[src/rtl/smd_pkg.sv]
package smd_pkg;
    typedef enum logic [1:0] {
        OP_MUL_S = 2'b00,
        OP_MUL_L = 2'b01,
        OP_DIV_S = 2'b10,
        OP_DIV_L = 2'b11
    } smd_op_e;

    typedef enum logic {
        ST_IDLE = 1'b0,
        ST_CALC = 1'b1
    } smd_state_e;
endpackage

[src/rtl/smd_ctrl.sv]
module smd_ctrl
    import smd_pkg::*;
#(
    parameter int LAT_MS = 5,
    parameter int LAT_ML = 12,
    parameter int LAT_DS = 8,
    parameter int LAT_DL = 12,
    parameter int STP_MS = 4,
    parameter int STP_ML = 8,
    parameter int STP_DS = 8,
    parameter int STP_DL = 12,
    parameter int CW     = 4
) (
    input  logic    clk,
    input  logic    rst_n,
    input  logic    start,
    input  smd_op_e op,
    output logic    load,
    output logic    step_en,
    output logic    busy,
    output logic    done,
    output smd_op_e op_q
);
    smd_state_e     state_q, state_d;
    logic [CW-1:0]  cyc_q, step_q;
    logic [CW-1:0]  lat_sel, stp_sel;
    logic           done_q;

    always_comb begin
        unique case (op)
            OP_MUL_S: begin lat_sel = CW'(LAT_MS - 1); stp_sel = CW'(STP_MS); end
            OP_MUL_L: begin lat_sel = CW'(LAT_ML - 1); stp_sel = CW'(STP_ML); end
            OP_DIV_S: begin lat_sel = CW'(LAT_DS - 1); stp_sel = CW'(STP_DS); end
            OP_DIV_L: begin lat_sel = CW'(LAT_DL - 1); stp_sel = CW'(STP_DL); end
            default:  begin lat_sel = '0; stp_sel = '0; end
        endcase
    end

    // next-state logic
    always_comb begin
        state_d = state_q;
        unique case (state_q)
            ST_IDLE: if (start) state_d = ST_CALC;
            ST_CALC: if (cyc_q == '0) state_d = ST_IDLE;
            default: state_d = ST_IDLE;
        endcase
    end

    // state register
    always_ff @(posedge clk or negedge rst_n) begin
        if (!rst_n) state_q <= ST_IDLE;
        else        state_q <= state_d;
    end

    // counters and outputs
    always_ff @(posedge clk or negedge rst_n) begin
        if (!rst_n) begin
            cyc_q  <= '0;
            step_q <= '0;
            done_q <= 1'b0;
            op_q   <= OP_MUL_S;
        end else begin
            done_q <= 1'b0;
            unique case (state_q)
                ST_IDLE: begin
                    if (start) begin
                        op_q   <= op;
                        cyc_q  <= lat_sel;
                        step_q <= stp_sel;
                    end
                end
                ST_CALC: begin
                    if (cyc_q == '0) done_q <= 1'b1;
                    else             cyc_q  <= cyc_q - 1'b1;
                    if (step_q != '0) step_q <= step_q - 1'b1;
                end
                default: ;
            endcase
        end
    end

    assign load    = (state_q == ST_IDLE) && start;
    assign step_en = (state_q == ST_CALC) && (step_q != '0);
    assign busy    = (state_q == ST_CALC);
    assign done    = done_q;

    assert_start_accept_R5: assert property (@(posedge clk) disable iff (!rst_n)
        (!busy && start) |=> busy);
    assert_done_ends_busy_R5: assert property (@(posedge clk) disable iff (!rst_n)
        $rose(done) |-> (!busy && $past(busy)));
    assert_start_ignored_R7: assert property (@(posedge clk) disable iff (!rst_n)
        (busy && start && cyc_q != '0) |=> (busy && op_q == $past(op_q)));
    assert_done_pulse_R8: assert property (@(posedge clk) disable iff (!rst_n)
        done |=> !done);
endmodule

[src/rtl/smd_mul_dp.sv]
module smd_mul_dp #(
    parameter int A_W = 24,
    parameter int B_W = 16,
    parameter int A_S = 16,
    parameter int B_S = 8,
    parameter int SB  = 2,
    localparam int P_W = A_W + B_W
) (
    input  logic           clk,
    input  logic           rst_n,
    input  logic           load,
    input  logic           short_mode,
    input  logic           step_en,
    input  logic [A_W-1:0] opa,
    input  logic [B_W-1:0] opb,
    output logic [P_W-1:0] prod
);
    logic [P_W-1:0] mcand_q, mcand_d;
    logic [B_W-1:0] mplier_q, mplier_d;
    logic [P_W-1:0] prod_q, prod_d;

    // SB multiplier bits retired per step
    always_comb begin
        mcand_d  = mcand_q;
        mplier_d = mplier_q;
        prod_d   = prod_q;
        for (int j = 0; j < SB; j++) begin
            if (mplier_d[0]) prod_d = prod_d + mcand_d;
            mcand_d  = mcand_d << 1;
            mplier_d = mplier_d >> 1;
        end
    end

    always_ff @(posedge clk or negedge rst_n) begin
        if (!rst_n) begin
            mcand_q  <= '0;
            mplier_q <= '0;
            prod_q   <= '0;
        end else if (load) begin
            mcand_q  <= short_mode ? P_W'(opa[A_S-1:0]) : P_W'(opa);
            mplier_q <= short_mode ? B_W'(opb[B_S-1:0]) : opb;
            prod_q   <= '0;
        end else if (step_en) begin
            mcand_q  <= mcand_d;
            mplier_q <= mplier_d;
            prod_q   <= prod_d;
        end
    end

    assign prod = prod_q;

    // once the multiplier has drained, the product must not move
    assert_prod_settled_R2: assert property (@(posedge clk) disable iff (!rst_n)
        (mplier_q == '0 && !load) |=> $stable(prod_q));
endmodule

[src/rtl/smd_div_dp.sv]
module smd_div_dp #(
    parameter int A_W = 24,
    parameter int B_W = 16,
    parameter int A_S = 16,
    parameter int B_S = 8,
    parameter int SB  = 2
) (
    input  logic           clk,
    input  logic           rst_n,
    input  logic           load,
    input  logic           short_mode,
    input  logic           step_en,
    input  logic [A_W-1:0] opa,
    input  logic [B_W-1:0] opb,
    output logic [A_W-1:0] dvd,
    output logic [B_W-1:0] rem
);
    logic [A_W-1:0] dvd_q, dvd_d;
    logic [B_W-1:0] rem_q, rem_d;
    logic [B_W-1:0] dsr_q;
    logic [B_W:0]   trial;
    logic           qbit;

    // SB restoring-division steps per cycle
    always_comb begin
        dvd_d = dvd_q;
        rem_d = rem_q;
        trial = '0;
        qbit  = 1'b0;
        for (int j = 0; j < SB; j++) begin
            trial = {rem_d, dvd_d[A_W-1]};
            if (trial >= {1'b0, dsr_q}) begin
                trial = trial - {1'b0, dsr_q};
                qbit  = 1'b1;
            end else begin
                qbit  = 1'b0;
            end
            rem_d = trial[B_W-1:0];
            dvd_d = {dvd_d[A_W-2:0], qbit};
        end
    end

    always_ff @(posedge clk or negedge rst_n) begin
        if (!rst_n) begin
            dvd_q <= '0;
            rem_q <= '0;
            dsr_q <= '0;
        end else if (load) begin
            dvd_q <= short_mode ? {opa[A_S-1:0], {(A_W-A_S){1'b0}}} : opa;
            dsr_q <= short_mode ? B_W'(opb[B_S-1:0]) : opb;
            rem_q <= '0;
        end else if (step_en) begin
            dvd_q <= dvd_d;
            rem_q <= rem_d;
        end
    end

    assign dvd = dvd_q;
    assign rem = rem_q;

    assert_rem_below_divisor_R4: assert property (@(posedge clk) disable iff (!rst_n)
        (dsr_q != '0) |-> (rem_q < dsr_q));
endmodule

[src/rtl/seq_muldiv.sv]
module seq_muldiv
    import smd_pkg::*;
#(
    parameter int A_W    = 24,
    parameter int B_W    = 16,
    parameter int A_S    = 16,
    parameter int B_S    = 8,
    parameter int SB     = 2,
    parameter int LAT_MS = 5,
    parameter int LAT_ML = 12,
    parameter int LAT_DS = 8,
    parameter int LAT_DL = 12,
    localparam int P_W   = A_W + B_W,
    localparam int P_S   = A_S + B_S
) (
    input  logic           clk,
    input  logic           rst_n,
    input  logic           start,
    input  logic [1:0]     op,
    input  logic [A_W-1:0] opa,
    input  logic [B_W-1:0] opb,
    output logic           busy,
    output logic           done,
    output logic           div_err,
    output logic [P_W-1:0] product,
    output logic [A_W-1:0] quotient,
    output logic [B_W-1:0] remainder
);
    localparam int STP_MS = (B_S + SB - 1) / SB;
    localparam int STP_ML = (B_W + SB - 1) / SB;
    localparam int STP_DS = (A_S + SB - 1) / SB;
    localparam int STP_DL = (A_W + SB - 1) / SB;
    localparam int MAX_AB = (LAT_MS > LAT_ML) ? LAT_MS : LAT_ML;
    localparam int MAX_CD = (LAT_DS > LAT_DL) ? LAT_DS : LAT_DL;
    localparam int MAXLAT = (MAX_AB > MAX_CD) ? MAX_AB : MAX_CD;
    localparam int CW     = $clog2(MAXLAT + 1);

    smd_op_e        op_in, op_q;
    logic           load, step_en;
    logic           mul_step, div_step;
    logic           err_q;
    logic [P_W-1:0] prod_w;
    logic [A_W-1:0] dvd_w;
    logic [B_W-1:0] rem_w;
    logic           zero_dsr;

    assign op_in = smd_op_e'(op);

    smd_ctrl #(
        .LAT_MS(LAT_MS), .LAT_ML(LAT_ML), .LAT_DS(LAT_DS), .LAT_DL(LAT_DL),
        .STP_MS(STP_MS), .STP_ML(STP_ML), .STP_DS(STP_DS), .STP_DL(STP_DL),
        .CW(CW)
    ) u_ctrl (
        .clk(clk), .rst_n(rst_n), .start(start), .op(op_in),
        .load(load), .step_en(step_en), .busy(busy), .done(done), .op_q(op_q)
    );

    assign mul_step = step_en && !op_q[1];
    assign div_step = step_en &&  op_q[1];

    smd_mul_dp #(.A_W(A_W), .B_W(B_W), .A_S(A_S), .B_S(B_S), .SB(SB)) u_mul (
        .clk(clk), .rst_n(rst_n), .load(load && !op[1]), .short_mode(op == OP_MUL_S),
        .step_en(mul_step), .opa(opa), .opb(opb), .prod(prod_w)
    );

    smd_div_dp #(.A_W(A_W), .B_W(B_W), .A_S(A_S), .B_S(B_S), .SB(SB)) u_div (
        .clk(clk), .rst_n(rst_n), .load(load && op[1]), .short_mode(op == OP_DIV_S),
        .step_en(div_step), .opa(opa), .opb(opb), .dvd(dvd_w), .rem(rem_w)
    );

    assign zero_dsr = (op == OP_DIV_S) ? (opb[B_S-1:0] == '0) : (opb == '0);

    always_ff @(posedge clk or negedge rst_n) begin
        if (!rst_n)    err_q <= 1'b0;
        else if (load) err_q <= op[1] && zero_dsr;
    end

    assign div_err   = err_q;
    assign product   = (op_q == OP_MUL_S) ? P_W'(prod_w[P_S-1:0]) : prod_w;
    assign quotient  = (op_q == OP_DIV_S) ? A_W'(dvd_w[A_S-1:0]) : dvd_w;
    assign remainder = (op_q == OP_DIV_S) ? B_W'(rem_w[B_S-1:0]) : rem_w;

    assert_err_only_on_divide_R6: assert property (@(posedge clk) disable iff (!rst_n)
        (load && !op[1]) |=> !div_err);
endmodule

[config.mk]
export PLATFORM = sky130hd
export DESIGN_NAME = seq_muldiv
export DESIGN_NICKNAME = d
export VERILOG_FILES = /design/src/rtl/smd_pkg.sv /design/src/rtl/smd_ctrl.sv /design/src/rtl/smd_mul_dp.sv /design/src/rtl/smd_div_dp.sv /design/src/rtl/seq_muldiv.sv
export SDC_FILE = /design/constraint.sdc
export NUM_CORES = 1
export LEC_CHECK = 0
export ABC_CLOCK_PERIOD_IN_PS = 10600
export BUFFER_PORTS_ARGS = -buffer_cell sky130_fd_sc_hd__buf_4
export CORE_ASPECT_RATIO = 0.6
export CORE_MARGIN = 3
export CORE_UTILIZATION = 50
export DETAILED_ROUTE_END_ITERATION = 8
export PLACE_DENSITY_LB_ADDON = 0.3
export SETUP_SLACK_MARGIN = 0.05
export SYNTH_ARGS = -nofsm -noshare
export SYNTH_HDL_FRONTEND = slang
export SYNTH_HIERARCHICAL = 1
export SYNTH_SLANG_ARGS = --single-unit
[constraint.sdc]
create_clock -name clk -period 10.6 [get_ports clk]
set_input_delay 2.12 -clock clk [delete_from_list [all_inputs] [get_ports clk]]
set_output_delay 2.12 -clock clk [all_outputs]
set_load 0.02 [all_outputs]
==> metrics.md <==
| Metric | Value |
|---|---|
| Status | finished, final reports clean |
| I/O pins | about 130 |
| Total negative setup slack | 0 ns |
| CP bufs+invs | 1 |
| Crit path required time | about 11 ns |
| Row count | 47 |
| TritonCTS clock tree | yes |
| # Post-CTS Setup Buffers | 0 |
| Syn_nets | 1887 |
| Startpoint type of the worst setup path | flip-flop |
| Largest stage delay, worst path | between 0.4 and 0.5 ns |
| Count leader, synth | nand2_1 |
| Detailed Place HPWL | 33400 um |
| Chip Height | around 140 um |
| Initial Utilization | 51.8% |
| FF-to-FF setup slack | around 4.6 ns |
| Clock Skews | approximately 0.010 ns |
| Clock transition at path regs | around 0.070 ns |
| RSZ-0062 raised after global routing | no |
| Hold Violations, Final | 0 |
| Ys async rst share | 100% |
| Total CTS buffers | 17 |
| Count of cell types in the netlist | 93 |
| Dominant synthesized flop cell | dfrtp_1 |
| Top-area cell type share of the netlist area | between 20 and 30% |
| CP Data Arrival Time | approximately 6.3 ns |
| CORE AREA | approximately 28000 um^2 |
| Hold_buf cts | 0 |
| Max-capacitance violation count | 0 |
| Total grt overflow | 0 |
| Initial antenna violation count | 2 |
| Drt total wl | 45300 um |
| Cells resized by post-CTS repair | 0 |
| Slowest cell on the critical path | fa_1 |
| Final setup fails | 0 |
| Worst slew pin tran | approximately 1.2 ns |
| Crit Path Category | reg2reg |
| Final period util | approximately 56% |
| Clk sinks | between 150 and 200 |
| Final worst path period need | ~6 ns |
| Commonest cells post-synth | nand2_1 (166), dfrtp_1 (165), a21oi_1 (141), nor2_1 (135), o21ai_0 (135) |
| Min-delay worst type | reg2reg |
| Yosys top cell by area | dfrtp_1 |
| Sequential area share after synthesis | approximately 28% |
| Delay-heaviest family, CP | compound AO/OA/AOI/OAI gates |
| Drt wl/cell | 21.0 um |
| P&R area growth vs syn | 11.3% |
| Max-slew violations | 0 |
| Via-to-Cell Ratio | 6.35 |
| Gpl congestion | 1.02 |
| H-tree depth | 4 |
| Post-synthesis cell area | 14600 um^2 |
| Worst path cell trace | ha_1 > inv_1 > fa_1 > nor2b_1 > o31ai_2 > a21oi_1 > o21ai_1 > a31oi_2 > a21boi_1 > o21ai_0 > xnor2_1 > mux2_2 > ha_1 > a21oi_1 > o211ai_1 > o2111ai_1 > nor3_1 > o21a_1 > o21ai_1 > o211ai_1 > a31oi_1 > mux2i_1 > mux2i_1 > mux2_1 |
| F_max | about 0.17 GHz |
| Cells after Synth | between 1500 and 2000 |
| First-pass GRT wire length | just over 70000 um |
| Synth warnings | 6 |
| Max_slew headroom | between 10% and 20% |
| Setup crit end kind | flip-flop |
| Die ar. | around 31000 um^2 |
| Largest fanout on the critical path | 6 |
| Die X | around 230 um |
| Post-route DRC | 0 |
| Vias | roughly 14000 |
| #FFs+latches synth | 165 |
| Largest net degree at the start of global routing | between 100 and 150 |
| Average size of a mapped cell | approximately 8.5 um^2 |
| Vias in the first global route | between 10000 and 15000 |
| Share of layout cells above drive strength 1 | between 10% and 20% |
| Synth area leaders | dfrtp_1 (28%), ha_1 (10%), mux2i_1 (5.9%) |
| Final Net Count | a little under 2000 |
| Pre-antenna DRT Iters | 7 |
| Number of flops mapped to enable cells by yosys | 0 |
| Max Buffers Root-to-Sink | 2 |
| Clock latency on the worst-skew pair | roughly 0.45 ns |
| Total track usage | 28.2% |
| First DRT Iteration DRCs | roughly 1700 |
| Antenna Violating Nets Remaining | 0 |
| Port Buffers | 127 |
| Root Driver | clkbuf_16 |
layout make-up:
class	count	area, um^2
Inverter	63	236
Multi-Input combinational cell	1395	9760
Sequential cell	165	4130
Timing Repair Buffer	137	1030
Clock inverter	14	151
Fill cell	2505	11900
Tap cell	367	459
Antenna cell	1	2.50
Clock buffer	18	429
metrics by stage:
step / area [um^2] / utilization (%) / hold WS [ns] / cells / setup WS [ns]
global placement: 15600 / 55.5 / 0.498 / 2127 / 4.93
CTS: 16200 / 57.6 / 0.518 / 2159 / 4.77
floorplan: 14600 / - / 0.468 / 1719 / 5.58
detailed placement: 15600 / 55.5 / 0.505 / 2127 / 4.83
global route: 16200 / 57.6 / 0.560 / 2160 / 4.11
finish: 16200 / 57.6 / 0.519 / 2160 / 4.62
per-layer routing:
metal	global-route usage, %	wire [um]	up-vias
li1	-	-	6382
met1	46.4	22500	6631
met2	36.8	17700	661
met3	6.76	4550	43
met4	5.24	479	2
met5	0	20	-
final timing paths:
check | startpoint | to | cells after the start
worst max-delay path | u_mul/mcand_q[0] | u_mul/prod[39] | 24
worst min-delay path | u_ctrl/step_q[0] | u_ctrl/step_q[0] | 1
worst max register to register | u_mul/mcand_q[0] | u_mul/prod[39] | 24
worst min register to register | u_ctrl/step_q[0] | u_ctrl/step_q[0] | 1
max in group asynchronous | rst_n | u_mul/mplier_q[0] | 2
min in group asynchronous | rst_n | u_mul/prod[12] | 1
cell families after synthesis:
| logic type | share of synthesized area, % |
|---|---|
| AO/OA/AOI/OAI | 23.3 |
| adder cells (fa/ha/maj) | 10.8 |
| multiplexers | 9.83 |
| flip-flops | 28.4 |
| XOR/XNOR | 5.36 |
| AND/OR/NAND/NOR | 17.6 |
| buffers and inverters | 4.72 |
state kept, by name, indices dropped and copies added, names as in the netlist:
register        count
u_ctrl/step_q       4
u_ctrl/op_q         2
u_div/rem          16
u_div/dsr_q        16
u_mul/mplier_q     16
u_ctrl/cyc_q        4
u_ctrl/done         1
u_ctrl/busy         1
div_err             1
u_mul/mcand_q      40
u_div/dvd          24
u_mul/prod         40
worst reg2reg max path: cells and delay by family, from the launching register on:
family                   cells  cell delay, ns
XOR/XNOR                     1            0.10
AO/OA/AOI/OAI               13            2.87
multiplexers                 4            1.14
buffers and inverters        1            0.07
flip-flops                   1            0.41
adder cells (fa/ha/maj)      3            1.02
AND/OR/NAND/NOR              2            0.28
cells in the final DEF, fill, tap and decap left out, types with 8 or more instances in the layout:
master     count
a211o_1        8
a211oi_1      53
a21o_1        44
a21oi_1      141
a311oi_1      15
a31oi_1       11
and2_1        23
and3_1         8
buf_4        136
clkbuf_16     17
dfrtp_1      164
ha_1         119
inv_1         62
mux2_2        39
mux2i_1       86
nand2_1      166
nand2b_1      16
nand3_1       35
nand4_1       25
nor2_1       135
nor2b_1       30
nor2b_2        9
nor3_1        23
o211ai_1      13
o21a_1        15
o21ai_0      135
o21ai_1        8
or3_1         11
xnor2_1       55
xor2_1        34
Power is left out: the tool's default activity adds up to more than one toggle a clock period on the data nets, which glitch-free logic cannot reach.
